--- config.mk ---
export PLATFORM = sky130hd
export DESIGN_NAME = gp_timer_wdog
export DESIGN_NICKNAME = d
export VERILOG_FILES = /design/src/rtl/gtw_pkg.sv /design/src/rtl/gtw_prescaler.sv /design/src/rtl/gtw_period.sv /design/src/rtl/gtw_regs.sv /design/src/rtl/gp_timer_wdog.sv
export SDC_FILE = /design/constraint.sdc
export NUM_CORES = 1
export LEC_CHECK = 0
export BUFFER_PORTS_ARGS = -buffer_cell sky130_fd_sc_hd__buf_2
export CAP_MARGIN = 20
export CORE_AREA = 2 2 133 167
export CTS_BUF_LIST = sky130_fd_sc_hd__clkbuf_8 sky130_fd_sc_hd__clkbuf_16
export DETAILED_ROUTE_END_ITERATION = 8
export DIE_AREA = 0 0 135 169
export SETUP_SLACK_MARGIN = 0.02
export SYNTH_ARGS = -nofsm -noshare
export SYNTH_HDL_FRONTEND = slang
export SYNTH_SLANG_ARGS = --single-unit
--- constraint.sdc ---
create_clock -name clk -period 8.35 [get_ports clk]
set_input_delay 2.0875 -clock clk [delete_from_list [all_inputs] [get_ports clk]]
set_output_delay 2.0875 -clock clk [all_outputs]
set_load 0.01 [all_outputs]
--- src/rtl/gtw_pkg.sv ---
package gtw_pkg;
  localparam int DATA_W   = 32;
  localparam int MB_WDOG  = 15;
  localparam int MB_EN    = 12;
  localparam int MB_CONT  = 10;
  localparam int MB_IRQ   = 8;
  localparam int MB_PINHI = 5;
  localparam int MB_PINLO = 4;
  localparam logic [DATA_W-1:0] MODE_KEEP = 32'h0000_9537;
  localparam logic [7:0] SERVICE_KEY = 8'hA5;

  typedef enum logic [1:0] {
    SEL_MODE = 2'd0,
    SEL_LOAD = 2'd1,
    SEL_STAT = 2'd2,
    SEL_NONE = 2'd3
  } reg_sel_e;
endpackage

--- src/rtl/gtw_prescaler.sv ---
module gtw_prescaler #(
  parameter int PS_W = 16
) (
  input  logic            clk,
  input  logic            rst_n,
  input  logic            restart,
  input  logic            run,
  input  logic [PS_W-1:0] div_val,
  output logic            tick
);
  localparam int CW = PS_W + 1;
  localparam logic [CW-1:0] FULL_DIV = CW'(1) << PS_W;

  logic [CW-1:0] div_eff;
  logic [CW-1:0] cnt_q;

  // zero in the field means the widest division
  assign div_eff = (div_val == '0) ? FULL_DIV : {1'b0, div_val};
  assign tick    = run && !restart && (cnt_q == div_eff - CW'(1));

  always_ff @(posedge clk or negedge rst_n) begin
    if (!rst_n)       cnt_q <= '0;
    else if (restart) cnt_q <= '0;
    else if (run)     cnt_q <= tick ? '0 : cnt_q + CW'(1);
  end

  assert_pre_in_range_R3: assert property (@(posedge clk) disable iff (!rst_n)
    cnt_q < div_eff)
    else $error("prescale count out of range");
endmodule

--- src/rtl/gtw_period.sv ---
module gtw_period #(
  parameter int PER_W = 16
) (
  input  logic             clk,
  input  logic             rst_n,
  input  logic             restart,
  input  logic             stop,
  input  logic             tick,
  input  logic             cont,
  input  logic [PER_W-1:0] period_val,
  output logic             armed,
  output logic             expire
);
  localparam int CW = PER_W + 1;
  localparam logic [CW-1:0] FULL_PER = CW'(1) << PER_W;

  logic [CW-1:0] load_val;
  logic [CW-1:0] rem_q;

  assign load_val = (period_val == '0) ? FULL_PER : {1'b0, period_val};
  assign expire   = tick && armed && !restart && (rem_q == CW'(1));

  always_ff @(posedge clk or negedge rst_n) begin
    if (!rst_n) begin
      rem_q <= '0;
      armed <= 1'b0;
    end else if (restart) begin
      rem_q <= load_val;
      armed <= 1'b1;
    end else if (stop) begin
      armed <= 1'b0;
    end else if (tick && armed) begin
      if (rem_q == CW'(1)) begin
        if (cont) rem_q <= load_val;
        else      armed <= 1'b0;
      end else begin
        rem_q <= rem_q - CW'(1);
      end
    end
  end

  assert_rem_nonzero_R2: assert property (@(posedge clk) disable iff (!rst_n)
    armed |-> (rem_q != '0))
    else $error("armed with empty period count");
endmodule

--- src/rtl/gtw_regs.sv ---
module gtw_regs
  import gtw_pkg::*;
(
  input  logic              clk,
  input  logic              rst_n,
  input  logic              wr_en,
  input  logic [1:0]        addr,
  input  logic [DATA_W-1:0] wdata,
  input  logic [3:0]        byte_en,
  input  logic              expire,
  output logic [DATA_W-1:0] rdata,
  output logic [DATA_W-1:0] mode_q,
  output logic [DATA_W-1:0] load_q,
  output logic              restart,
  output logic              irq,
  output logic              wdog_rst_req,
  output logic              gpio_out,
  output logic              gpio_oe
);
  logic [DATA_W-1:0] lane_mask;
  logic [DATA_W-1:0] mode_merge, mode_next, load_next;
  logic [3:0]        stat_q, stat_next;
  logic              mode_wr, load_wr, stat_wr;
  logic              wdog_active, full_disarm, service, en_rise;
  reg_sel_e          sel;

  for (genvar b = 0; b < 4; b++) begin : g_lane
    assign lane_mask[8*b +: 8] = {8{byte_en[b]}};
  end

  assign sel         = reg_sel_e'(addr);
  assign mode_wr     = wr_en && (sel == SEL_MODE);
  assign load_wr     = wr_en && (sel == SEL_LOAD);
  assign stat_wr     = wr_en && (sel == SEL_STAT);
  assign wdog_active = mode_q[MB_WDOG] && mode_q[MB_EN];
  assign full_disarm = (byte_en == 4'hF) && !wdata[MB_WDOG] && !wdata[MB_EN];
  assign service     = mode_wr && byte_en[3] && wdog_active &&
                       (wdata[31:24] == SERVICE_KEY);

  always_comb begin
    mode_merge = ((mode_q & ~lane_mask) | (wdata & lane_mask)) & MODE_KEEP;
    mode_next  = mode_merge;
    if (wdog_active && !full_disarm) begin
      mode_next[MB_WDOG] = 1'b1;
      mode_next[MB_EN]   = 1'b1;
    end
  end

  assign load_next = (load_q & ~lane_mask) | (wdata & lane_mask);
  assign en_rise   = mode_wr && !mode_q[MB_EN] && mode_next[MB_EN];
  assign restart   = en_rise || load_wr || service;

  always_comb begin
    stat_next = stat_q;
    if (stat_wr && byte_en[0]) stat_next = stat_q & ~wdata[3:0];
    if (expire) stat_next[0] = 1'b1;
  end

  always_ff @(posedge clk or negedge rst_n) begin
    if (!rst_n) begin
      mode_q       <= '0;
      load_q       <= '0;
      stat_q       <= '0;
      wdog_rst_req <= 1'b0;
    end else begin
      if (mode_wr) mode_q <= mode_next;
      if (load_wr) load_q <= load_next;
      stat_q       <= stat_next;
      wdog_rst_req <= expire && wdog_active;
    end
  end

  assign irq      = stat_q[0] && mode_q[MB_IRQ] && !mode_q[MB_WDOG];
  assign gpio_oe  = mode_q[MB_PINHI];
  assign gpio_out = mode_q[MB_PINHI] && mode_q[MB_PINLO];

  always_comb begin
    case (sel)
      SEL_MODE: rdata = mode_q;
      SEL_LOAD: rdata = load_q;
      SEL_STAT: rdata = {28'd0, stat_q};
      default:  rdata = '0;
    endcase
  end

  assert_rst_pulse_R7: assert property (@(posedge clk) disable iff (!rst_n)
    wdog_rst_req |=> !wdog_rst_req)
    else $error("reset request longer than one clock");

  assert_wdog_lock_R9: assert property (@(posedge clk) disable iff (!rst_n)
    (wdog_active && !(mode_wr && full_disarm)) |=> wdog_active)
    else $error("watchdog dropped without full disarm");

  assert_expiry_flag_R6: assert property (@(posedge clk) disable iff (!rst_n)
    expire |=> stat_q[0])
    else $error("expiry not recorded in status");
endmodule

--- src/rtl/gp_timer_wdog.sv ---
module gp_timer_wdog
  import gtw_pkg::*;
#(
  parameter int PS_W  = 16,
  parameter int PER_W = 16
) (
  input  logic        clk,
  input  logic        rst_n,
  input  logic        wr_en,
  input  logic [1:0]  addr,
  input  logic [31:0] wdata,
  input  logic [3:0]  byte_en,
  output logic [31:0] rdata,
  output logic        irq,
  output logic        wdog_rst_req,
  output logic        gpio_out,
  output logic        gpio_oe
);
  localparam int PS_LSB = PER_W;

  logic [DATA_W-1:0] mode_q, load_q;
  logic restart, tick, armed, expire, run, cont;

  gtw_regs u_regs (
    .clk, .rst_n, .wr_en, .addr, .wdata, .byte_en, .expire,
    .rdata, .mode_q, .load_q, .restart, .irq, .wdog_rst_req,
    .gpio_out, .gpio_oe
  );

  assign run  = mode_q[MB_EN] && armed;
  assign cont = mode_q[MB_CONT] && !mode_q[MB_WDOG];

  gtw_prescaler #(.PS_W(PS_W)) u_pre (
    .clk, .rst_n, .restart, .run,
    .div_val(load_q[PS_LSB +: PS_W]),
    .tick
  );

  gtw_period #(.PER_W(PER_W)) u_per (
    .clk, .rst_n, .restart,
    .stop(!mode_q[MB_EN]),
    .tick, .cont,
    .period_val(load_q[PER_W-1:0]),
    .armed, .expire
  );
endmodule

==> run metrics <==
remaining antenna violation count after routing 0; weighted congestion reported at the end of routability-driven placement between 0.8 and 0.9; vias in the first global route 4,187; share of Yosys cell area claimed by the top area cell type 38.80%; Worst Path Arrival roughly 3700 ps; number of resized instances in the post-cts repair step 0; Post-Place Worst Slack around 2600 ps; number of enable-type register cells in the synthesized netlist 0; Tightest Hold Check Type flop to flop; cell type with the largest total area after synthesis sky130_fd_sc_hd__dfrtp_1; post-route total power around 1.4 mW; startpoint types input pin; synthesis-to-finish area growth 17.68%; total length of routed wires roughly 14 mm; wire length of the first global-routing pass ~22 mm; main area contributors after synthesis sky130_fd_sc_hd__dfrtp_1 (39%), sky130_fd_sc_hd__mux2_2 (8.2%), sky130_fd_sc_hd__nor2_1 (4.0%); final setup fails 0; post-route clock period utilization between 60% and 70%; outcome finished clean; hold bufs inserted after CTS 0; post-synthesis instance total between 500 and 600; actual slew at the worst max-slew pin ~1000 ps; post-route clock skew 10.94 ps; maximum fanout along the worst path 28; number of warning messages in the yosys log 0; Clk Tree Root Cell sky130_fd_sc_hd__clkbuf_16; shortest clock period the worst path allows after layout between 5000 and 6000 ps; final-layout setup total negative slack 0 ps; synthesized area between 0.005 and 0.006 mm2; count of vias placed by the detailed router ~4,400; type of destination of the critical path output port; normalized max-slew margin between 20% and 30%; latest clock arrival within the worst-skew pair 350 ps; DP HPWL between 9 and 10 mm; most frequent cells in the layout sky130_fd_sc_hd__dfrtp_1 (81), sky130_fd_sc_hd__buf_2 (75), sky130_fd_sc_hd__nor2_1 (55); Final Hold Vio Count 0; antenna violations before repair 0; overall die area 0.02282 mm2; First-pass DRT Iterations 4; final count of pins violating max slew 0; Worst Setup Path Type input pin to output port; worst ir drop on vdd around 0.12 mV; number of clock sinks a little over 80; diodes inserted 0; ys async rst share between 90% and 100%; most instantiated flip-flop cell in the synthesis netlist sky130_fd_sc_hd__dfrtp_1; Max-cap violations 0; number of buffers on the longest clock path 2; number of levels in the clock H-tree 3; wire per inst 15.26 um; CORE AREA 0.02132 mm2; 1st-iter DRT viols 291; worst setup slack after layout 2569 ps; clock tree from TritonCTS built; number of distinct library cells after synthesis 70; number of nets produced by synthesis between 600 and 700; leftover overflow at the end of global routing 0; IO Port Bufs 76; largest net degree at the start of global routing 82; Setup Fix Bufs, Post-CTS 0; Rows 60; Avg Synthesized Cell Area 9.229 um2; data required time of the worst path between 6000 and 7000 ps; post-CTS clock slew at the launch and capture registers of the worst setup and hold paths ~60 ps; f_max about 170 MHz; number of nets at the end of the flow ~670; chip width 135 um; RSZ-0062 raised after global routing no; proportion of synthesized chip area in sequential cells 38.80%; power density over the cells 224.2 mW/mm2; post-synthesis sequential element count 81; post-DR vias/cell about 4.9; most common cell after layout, fill and taps aside sky130_fd_sc_hd__dfrtp_1; num ports 77; Die Span Y between 150 and 200 um; ratio of cells with drive above 1 in the final layout between 20% and 30%; detailed-route DRC error count 0; Total Routing Usage GR around 12%; number of buffers created by CTS 9; initial core utilization between 20% and 30%; Leakage Power roughly 2.7 nW
-- logic make-up after synthesis --
logic type	share of synthesized area [%]
simple gates	27.43
compound gates	13.15
flops	38.80
mux	10.87
buf+inv	4.024
xor+xnor	4.527
fa+ha+maj	1.198
-- layer usage --
metal  up-vias  GRT usage [%]  part of all wire, %
met4         0          3.397                  1.2
met3         9          2.576                  4.0
met5         -              0                    0
li1       2147              -                    -
met1      2156          15.60                   45
met2       117          20.46                   50
-- Yosys cell counts (5+ instances only) --
library cell	count
sky130_fd_sc_hd__nor3_1	15
sky130_fd_sc_hd__a21boi_0	5
sky130_fd_sc_hd__inv_1	10
sky130_fd_sc_hd__xor2_1	17
sky130_fd_sc_hd__nand2_1	49
sky130_fd_sc_hd__a21oi_1	21
sky130_fd_sc_hd__xnor2_1	10
sky130_fd_sc_hd__dfrtp_1	81
sky130_fd_sc_hd__nor4_1	8
sky130_fd_sc_hd__and3_1	13
sky130_fd_sc_hd__mux2i_1	14
sky130_fd_sc_hd__o211ai_1	15
sky130_fd_sc_hd__nand4_1	8
sky130_fd_sc_hd__mux2_2	38
sky130_fd_sc_hd__nor2_1	55
sky130_fd_sc_hd__ha_1	5
sky130_fd_sc_hd__nand3_1	26
sky130_fd_sc_hd__or3_1	8
sky130_fd_sc_hd__nand2b_1	5
sky130_fd_sc_hd__o21ai_1	6
sky130_fd_sc_hd__o21ai_0	16
sky130_fd_sc_hd__a31oi_1	8
sky130_fd_sc_hd__and2_1	29
sky130_fd_sc_hd__buf_2	6
sky130_fd_sc_hd__clkbuf_1	24
-- through the flow --
step | cells | hold slack (ps) | util [%] | instance area [um2]
after floorplan | 566 | 465.6 | - | 5224
after global placement | 886 | 490.8 | 27.21 | 5801
after detailed placement | 886 | 495.7 | 27.21 | 5801
after CTS | 902 | 510.2 | 28.70 | 6120
after global routing | 903 | 530.9 | 28.83 | 6147
final | 903 | 508.5 | 28.83 | 6147
-- critical path, cell delays in order --
cell and delay, ps:
sky130_fd_sc_hd__buf_2 310, sky130_fd_sc_hd__nor2b_2 920, sky130_fd_sc_hd__and2_1 240, sky130_fd_sc_hd__buf_2 130
-- where the power goes --
group          internal, mW  total, mW  leakage [nW]  switching [mW]
clock network         0.262      0.430         0.157           0.168
registers             0.468      0.593         0.985           0.125
logic                 0.172      0.356          1.52           0.184
total                 0.902       1.38          2.66           0.476
-- worst paths after layout --
path,startpoint,end,slack [ps],cells past startpoint
max,addr[0],rdata[14],2570,4
min,u_regs.stat_q[0]$_DFFE_PN0P_,u_regs.stat_q[0]$_DFFE_PN0P_,510,2
max reg2reg,flop,u_per.rem_q[10]$_DFFE_PN0P_,4660,10
min reg2reg,u_regs.stat_q[0]$_DFFE_PN0P_,u_regs.stat_q[0]$_DFFE_PN0P_,510,2
max in group asynchronous,rst_n,async pin,6130,2
min in group asynchronous,rst_n,async pin,1630,1
-- cell type report --
class	count	area, um2
clock inverters	7	93.84
inverters	10	37.54
fillers	2307	15170
repair buffers	79	425.4
flip-flops and latches	81	2027
multi-input cells	438	2989
clock buffers	9	225.2
well taps	279	349.1
No activity file was read; power rests on OpenSTA's default activity.
